`src/rtl/rstctl_pkg.sv`:
```
package rstctl_pkg;
  // Number of reset reasons and their bit positions in the cause register.
  localparam int unsigned SRC_N   = 5;
  localparam int unsigned SRC_PWR = 0;
  localparam int unsigned SRC_PIN = 1;
  localparam int unsigned SRC_BRN = 2;
  localparam int unsigned SRC_WDG = 3;
  localparam int unsigned SRC_DBG = 4;

  typedef logic [SRC_N-1:0] src_vec_t;
endpackage

```
`src/rtl/rstctl_sync.sv`:
```
// Asserts asynchronously on arst_n low; releases after STAGES clock edges.
module rstctl_sync #(
  parameter int unsigned STAGES = 2
) (
  input  logic clk,
  input  logic arst_n,
  output logic rst_n
);
  logic [STAGES-1:0] sh_q;
  logic [STAGES-1:0] sh_d;

  always_comb begin
    sh_d = {sh_q[STAGES-2:0], 1'b1};
  end

  always_ff @(posedge clk or negedge arst_n) begin
    if (!arst_n) sh_q <= '0;
    else         sh_q <= sh_d;
  end

  assign rst_n = sh_q[STAGES-1];
endmodule

```
`src/rtl/rstctl_pulse_filter.sv`:
```
// Qualifies an active-low pin once it has been sampled low MIN_LOW times in a row.
module rstctl_pulse_filter #(
  parameter int unsigned MIN_LOW = 4
) (
  input  logic clk,
  input  logic rst_n,
  input  logic pin_n,
  output logic qual
);
  localparam int unsigned CW = $clog2(MIN_LOW + 1);
  localparam logic [CW-1:0] CNT_MAX = CW'(MIN_LOW);

  logic [CW-1:0] cnt_q;
  logic [CW-1:0] cnt_d;
  logic          cnt_en;

  always_comb begin
    cnt_en = pin_n ? (cnt_q != '0) : (cnt_q != CNT_MAX);
    cnt_d  = pin_n ? '0 : cnt_q + CW'(1);
  end

  always_ff @(posedge clk or negedge rst_n) begin
    if (!rst_n)      cnt_q <= '0;
    else if (cnt_en) cnt_q <= cnt_d;
  end

  assign qual = (cnt_q == CNT_MAX);

  // qualification only follows a low sample
  a_r3_qual_after_low: assert property (@(posedge clk) disable iff (!rst_n)
    qual |-> $past(!pin_n));
  // one high sample restarts the filter
  a_r4_high_restarts: assert property (@(posedge clk) disable iff (!rst_n)
    pin_n |=> !qual);
endmodule

```
`src/rtl/rstctl_stretch.sv`:
```
// Holds reset while req is high, then for HOLD further edges.
module rstctl_stretch #(
  parameter int unsigned HOLD = 16
) (
  input  logic clk,
  input  logic rst_n,
  input  logic req,
  output logic rst_act
);
  localparam int unsigned CW = $clog2(HOLD + 1);
  localparam logic [CW-1:0] CNT_LOAD = CW'(HOLD);

  logic [CW-1:0] cnt_q;
  logic [CW-1:0] cnt_d;
  logic          cnt_en;
  logic          rst_q;
  logic          rst_d;

  always_comb begin
    cnt_en = req | (cnt_q != '0);
    cnt_d  = req ? CNT_LOAD : cnt_q - CW'(1);
    rst_d  = req | (cnt_q > CW'(1));
  end

  always_ff @(posedge clk or negedge rst_n) begin
    if (!rst_n) begin
      cnt_q <= CNT_LOAD;
      rst_q <= 1'b1;
    end else begin
      if (cnt_en) cnt_q <= cnt_d;
      rst_q <= rst_d;
    end
  end

  assign rst_act = rst_q;

  // an active request asserts reset on the next edge
  a_r8_req_asserts: assert property (@(posedge clk) disable iff (!rst_n)
    req |=> rst_act);
  // reset only drops after a quiet edge
  a_r8_release_quiet: assert property (@(posedge clk) disable iff (!rst_n)
    $fell(rst_act) |-> $past(!req));
endmodule

```
`src/rtl/rstctl_cause.sv`:
```
// Sticky cause flags; software clears bits by writing zero, sets win.
module rstctl_cause
  import rstctl_pkg::*;
(
  input  logic     clk,
  input  logic     rst_n,
  input  src_vec_t set_vec,
  input  logic     wr_en,
  input  src_vec_t wr_data,
  output src_vec_t flags
);
  src_vec_t flag_q;
  src_vec_t flag_d;

  for (genvar i = 0; i < SRC_N; i++) begin : g_bit
    localparam logic RST_VAL = (i == SRC_PWR);

    always_comb begin
      flag_d[i] = set_vec[i] | (flag_q[i] & ~(wr_en & ~wr_data[i]));
    end

    always_ff @(posedge clk or negedge rst_n) begin
      if (!rst_n) flag_q[i] <= RST_VAL;
      else        flag_q[i] <= flag_d[i];
    end

    // a zero write clears the bit unless its source fires
    a_r9_clear_bit: assert property (@(posedge clk) disable iff (!rst_n)
      (wr_en && !wr_data[i] && !set_vec[i]) |=> !flags[i]);
    // a firing source always leaves its bit set
    a_r9_set_wins: assert property (@(posedge clk) disable iff (!rst_n)
      set_vec[i] |=> flags[i]);
  end

  assign flags = flag_q;
endmodule

```
`src/rtl/rstctl_top.sv`:
```
module rstctl_top
  import rstctl_pkg::*;
#(
  parameter int unsigned SYNC_STAGES = 2,
  parameter int unsigned EXT_MIN     = 4,
  parameter int unsigned HOLD_CYCLES = 16
) (
  input  logic       clk,
  input  logic       pwr_ok,
  input  logic       ext_rst_n,
  input  logic       bod_trip,
  input  logic       bod_en,
  input  logic       wdt_expire,
  input  logic       wdt_en,
  input  logic       dbg_rst,
  input  logic       cause_wr_en,
  input  logic [4:0] cause_wr_data,
  output logic       sys_rst_n,
  output logic [4:0] cause
);
  logic     core_rst_n;
  logic     pin_qual;
  logic     any_src;
  logic     rst_act;
  src_vec_t src_vec;

  rstctl_sync #(.STAGES(SYNC_STAGES)) u_sync (
    .clk    (clk),
    .arst_n (pwr_ok),
    .rst_n  (core_rst_n)
  );

  rstctl_pulse_filter #(.MIN_LOW(EXT_MIN)) u_filter (
    .clk   (clk),
    .rst_n (core_rst_n),
    .pin_n (ext_rst_n),
    .qual  (pin_qual)
  );

  always_comb begin
    src_vec          = '0;
    src_vec[SRC_PIN] = pin_qual;
    src_vec[SRC_BRN] = bod_trip & bod_en;
    src_vec[SRC_WDG] = wdt_expire & wdt_en;
    src_vec[SRC_DBG] = dbg_rst;
    any_src          = |src_vec;
  end

  rstctl_stretch #(.HOLD(HOLD_CYCLES)) u_stretch (
    .clk     (clk),
    .rst_n   (core_rst_n),
    .req     (any_src),
    .rst_act (rst_act)
  );

  rstctl_cause u_cause (
    .clk     (clk),
    .rst_n   (core_rst_n),
    .set_vec (src_vec),
    .wr_en   (cause_wr_en),
    .wr_data (cause_wr_data),
    .flags   (cause)
  );

  assign sys_rst_n = ~rst_act;

  // power loss forces reset and the power-only cause value
  always @(posedge clk) begin
    if (!pwr_ok) begin
      a_r1_por_state: assert (sys_rst_n == 1'b0 && cause == 5'b00001);
    end
  end

  // an enabled watchdog expiry resets the system
  a_r5_wdg_fires: assert property (@(posedge clk) disable iff (!core_rst_n)
    (wdt_expire && wdt_en) |=> !sys_rst_n);
  // an enabled undervoltage trip resets the system
  a_r6_brn_fires: assert property (@(posedge clk) disable iff (!core_rst_n)
    (bod_trip && bod_en) |=> !sys_rst_n);
  // the debug bit holds reset
  a_r7_dbg_holds: assert property (@(posedge clk) disable iff (!core_rst_n)
    dbg_rst |=> (!sys_rst_n && cause[SRC_DBG]));
endmodule

```
`config.mk`:
```
export PLATFORM = sky130hd
export DESIGN_NAME = rstctl_top
export DESIGN_NICKNAME = d
export VERILOG_FILES = /design/src/rtl/rstctl_pkg.sv /design/src/rtl/rstctl_sync.sv /design/src/rtl/rstctl_pulse_filter.sv /design/src/rtl/rstctl_stretch.sv /design/src/rtl/rstctl_cause.sv /design/src/rtl/rstctl_top.sv
export SDC_FILE = /design/constraint.sdc
export NUM_CORES = 1
export LEC_CHECK = 0
export BUFFER_PORTS_ARGS = -buffer_cell sky130_fd_sc_hd__clkbuf_2
export CAP_MARGIN = 20
export CORE_AREA = 2 2 46 48
export CTS_CLUSTER_DIAMETER = 40
export DETAILED_ROUTE_END_ITERATION = 16
export DIE_AREA = 0 0 48 50
export GPL_ROUTABILITY_DRIVEN = 0
export PLACE_DENSITY = 0.63
export SYNTH_ARGS = -nofsm -noshare
export SYNTH_HDL_FRONTEND = slang
export SYNTH_SLANG_ARGS = --single-unit
```
`constraint.sdc`:
```
create_clock -name clk -period 1.6 [get_ports clk]
set_input_delay 0.08 -clock clk [delete_from_list [all_inputs] [get_ports clk]]
set_output_delay 0.08 -clock clk [all_outputs]
set_load 0.02 [all_outputs]
```
* After elaboration in Yosys (flattened, before gate mapping)
Index checks and enable logic that the tools add are counted.
** Cells by class
- Add/sub/neg operators :: 2
- $lt $le $gt $ge :: 1
- Equality and inequality tests :: 2
- Muxes and demuxes :: 3
- Bitwise gates (word level) :: 29
- Reduce and logical (&&, ||, !) cells :: 3
** Operators by type and width (count)
- 1-bit bitwise AND :: 12
- 1-bit inverter :: 11
- 1-bit OR :: 6
- 5-bit by 1-bit > comparator with 1-bit output, second input constant :: 1
- 5-bit two-way mux :: 1
- 5-bit nonzero test :: 1
- 5-bit by 1-bit subtractor with 5-bit output, second input constant :: 1
- 4-bit OR reduction :: 1
- 3-bit by 1-bit adder with 3-bit output, second input constant :: 1
- 3-bit == test, second input constant :: 1
- 3-bit two-way mux :: 1
- 3-bit != test, second input constant :: 1
- 3-bit nonzero test :: 1
- 1-bit two-way mux :: 1
** Word-level totals
- Flip-flop bits (word level) :: 16
- Input bits :: 14
- Word-level logic and storage cells :: 49

* Depth between registers and ports, before layout
- Depth after elaboration :: 5
- Mapped depth :: 5

* Hierarchy
A second synthesis with hierarchy kept.
** Second synthesis, totals
- Cells, all modules :: 69
- Area, all modules :: 764.5 µm²
** Modules (own cells, without submodules)
- rstctl_stretch :: times used 1, cells an instance 30, area each 307.8 µm², seq. area each 152.6 µm²
- rstctl_cause :: times used 1, cells an instance 15, area each 195.2 µm², seq. area each 126.4 µm²
- rstctl_pulse_filter :: times used 1, cells an instance 16, area each 173.9 µm², seq. area each 75.1 µm²
- rstctl_sync :: times used 1, cells an instance 3, area each 53.8 µm², seq. area each 50.0 µm²
- rstctl_top :: times used 1, cells an instance 5, area each 33.8 µm², seq. area each 0.0 µm²

* Least setup slack after synthesis
Ideal clock, no wire load.
- Kind :: register to register
- Start :: register u_stretch.cnt_q[0]
- End :: register u_stretch.cnt_q[1]
- Library setup time :: 0.122 ns
- Data arrival time :: 1.341 ns
- Setup slack :: 0.136 ns
- Cell stages (with the launch flop) :: 6
- Path buffers :: 0
- Cell sequence :: dfrtp_1 -> inv_1 -> ha_1 -> or4b_4 -> nor2_1 -> a211oi_2
** Between the ends
- Longest elaborated chain between the ends :: 2
- Elaborated cells on any way between the ends :: 4
- Classes of those cells :: add/sub (1); mux (1); bitwise (1); reduce/logical (1)
** Ends and longest elaborated chain
- start: declaration :: line rstctl_stretch.sv:13 : logic [CW-1:0] cnt_q;
- start signal: assignment :: line rstctl_stretch.sv:30 : if (cnt_en) cnt_q <= cnt_d;
- 5-bit by 1-bit subtractor with 5-bit output or 5-bit nonzero test (tied branches) :: line rstctl_stretch.sv:21, rstctl_stretch.sv:20
- 5-bit two-way mux or 1-bit OR (tied branches) :: line rstctl_stretch.sv:21, rstctl_stretch.sv:20
Several ways; a longest one is shown, not always the timed one.
A chain may end at the register's enable or synchronous reset.

* Worst setup path in the final report
- Start :: register u_filter.cnt_q[0]
- End :: register u_stretch.rst_q (netlist: u_stretch.rst_act)
** Between the ends
- Longest elaborated chain between the ends :: 3
** Ends and longest elaborated chain
- start: declaration :: line rstctl_pulse_filter.sv:13 : logic [CW-1:0] cnt_q;
- start signal: assignment :: line rstctl_pulse_filter.sv:24 : else if (cnt_en) cnt_q <= cnt_d;
- 3-bit == test :: line rstctl_pulse_filter.sv:27 : assign qual = (cnt_q == CNT_MAX);
- 4-bit OR reduction :: line rstctl_top.sv:46 : any_src = |src_vec;
- 1-bit OR :: line rstctl_stretch.sv:22 : rst_d = req | (cnt_q > CW'(1));
- via u_stretch.rst_d :: line rstctl_stretch.sv:17 : logic rst_d;
- end signal: assignment :: line rstctl_stretch.sv:31 : rst_q <= rst_d;
- end: declaration :: line rstctl_stretch.sv:16 : logic rst_q;
The timed path passes the listed nets, and every way through them passes these cells.

==> out/metrics.cfg <==
[routing]
wire_per_inst_um=10.35
drt_iter0_drc=9
route.antenna.remaining_nets=0
drc=0
vias=553
via_per_inst=4.496
dr.pass1.iters=4
wl_um=1273

[die]
io-pin-count=20
coreArea_um2=1902
dieArea_um2=2400
fp.dieW_um=48
start_util_pct=38.88
die_y_um=50
rows=16

[clock_tree]
clockRootBuffer=clkbuf_4
cts.sinks=16
cts_buffer_depth=2
cts-buffers-inserted=3
htreeDepth=1
clk_pin_slew_worst_paths_ns=0.09
cts_tree=yes
clock_latency_ns=0.29

[timing]
setup_viol=0
tns_ns=0
finalCritPeriodShare_pct=92.61
maxSlewViolCount=0
holdWs_ns=0.01303
setup_ws_ns=0.1182
worst_pin_slew_ns=0.5500
rsz0062_at_grt=no
skew_ns=0.002938
hold_viol=0
relSlewSlack_pct=63.33
final.min_clock_period_ns=1.482
max_freq_mhz=674.9

[worst_setup_path]
path_max_fanout=5
worstReg2RegStart=u_filter.cnt_q[0]
required_ns=1.81
cp.arrival_ns=1.69
cp-startpoint=u_filter.cnt_q[0]
path_class=register to register
end_kind=register
worst_setup_path_start_kind=register

[min_path]
hp-start=dbg_rst
hold_class=input pin to register

[logic_synthesis]
synth_edf_count=0
synthDistinctLibCells=23
seq_area_frac_synth_pct=54.65
netlist_area_um2=739.5
synth_nets=86
syn_inst=68
async_flop_share_pct=100.0
ys_warn_count=0
avgSynthCellArea_um2=10.87
ys_seq_elements=16
ys.flop_type=dfrtp_1

[power]
p_leak_nw=0.4874
max-vdd-ir-drop_mv=0.7387
powerDensity_nw_per_um2=1219

[placement]
port_buffers=19
dp_hpwl_um=954.6
dp_slack_ns=0.09658
place_inst=116

[final_layout]
diodes=0
layout.nets=115
multi_input_area_um2=321.6
drive_above_1_share_pct=34.38
area_growth_pct=29.61
fin_cells=123
n_fill_cell=173
ff_latch_area_um2=404.1

[outcome]
outcome=completed

[grt]
grt_first_pass_wirelength_um=2290
overflow=0
antenna_found_initial=0
grt_max_degree=15
grt_pass1_vias=551
gr-usage-all-layers_pct=13.51

[job]
max_cap_violations=0

## placed cells by master, fill, tap and decap left out, drive strengths merged
master       count
a21oi            3
ha               4
and3             1
buf              2
nand4b           1
conb             1
nand3b           1
a32o             1
dlygate4sd3      3
nor2             6
inv              6
dfstp            3
a21o             2
o21a             1
or4b             2
nor4b            1
o21ai            4
a211oi           1
xnor2            1
xor2             1
nand2b           3
clkbuf          23
nor3             4
nand2            8
dfrtp           13
## Yosys cell counts, drive strengths merged (2+ instances only)
master  number  share of area (%)
a21o         2                2.0
a21oi        3                2.0
dfrtp       13                 44
dfstp        3                 11
ha           4                6.8
inv          6                3.0
nand2        8                4.1
nand2b       3                2.5
nor2         6                3.0
nor3         4                2.7
o21ai        4                2.7
or4b         2                3.2
## state kept, by name (all words and copies together), names as in the netlist
signal / flops
u_stretch.cnt_q: 5
u_sync.sh_q: 2
u_cause.flags: 5
u_stretch.rst_act: 1
u_filter.cnt_q: 3
## worst paths after layout
check	slack, ns	depth (start not counted)	to
max in group asynchronous	1.00	0	u_cause.flags[0]
worst min-delay path	0.01	2	u_cause.flags[4]
worst max-delay path	0.12	5	u_stretch.rst_act
worst max register to register	0.12	5	u_stretch.rst_act
min in group asynchronous	0.09	2	u_sync.sh_q[0]
worst min register to register	0.23	0	u_stretch.cnt_q[3]
## repair_timing
| item | in CTS | in global routing |
|---|---|---|
| gates resized for setup | 0 | 2 |
| endpoints found under the hold margin | 4 | 0 |
| buffers inserted | 0 | 0 |
| setup endpoints to repair | 0 | 2 |
| hold buffers | 3 | 0 |
## where the power goes
part	internal, mW	switching, mW	total [mW]
Clock	0.139	0.127	0.266
Sequential	0.483	0.0699	0.553
Combinational	0.170	0.180	0.350
Total	0.791	0.377	1.17
## per-stage QoR
step	power, mW	util (%)	area [µm²]
2_1_floorplan	0.7890	-	739.5
6_report	1.168	50.39	958.4
3_5_place_dp	0.8964	46.45	883.3
4_1_cts	1.170	49.93	949.7
5_1_grt	1.271	50.39	958.4
3_3_place_gp	0.8832	46.45	883.3
## kinds of logic (layout without fill, tap and decap cells)
group | after synthesis | count (layout) | synth area share, %
AO/OA/AOI/OAI | 12 | 12 | 10.83
XOR/XNOR | 2 | 2 | 2.369
adder cells (fa/ha/maj) | 4 | 4 | 6.768
buffers and inverters | 6 | 34 | 3.045
flip-flops | 16 | 16 | 54.65
other | 1 | 1 | 0.5071
AND/OR/NAND/NOR | 27 | 27 | 21.83
## metal layers
layer	global-route usage, %	part of all wire, %	vias to the layer above
li1	-	-	284
met1	17.28	48	249
met2	19.78	45	16
met3	3.297	3.9	4
met4	8.108	3.1	0
met5	0	0	-
## cell type report
type                       count  share of cell area, %
clock buffer                   4                  3.786
inverter                       6                  2.350
timing repair buffer          24                  14.62
tap                           27                  3.525
sequential                    16                  42.17
multi-input combinational     46                  33.55
## critical path, cell delays in order (launching register included)
cell and delay, ns:
dfrtp_1 0.37, inv_1 0.07, ha_1 0.26, nand2_2 0.11, nand4b_4 0.09, or4b_1 0.51
Note: power is estimated with default switching activity, not from simulation.
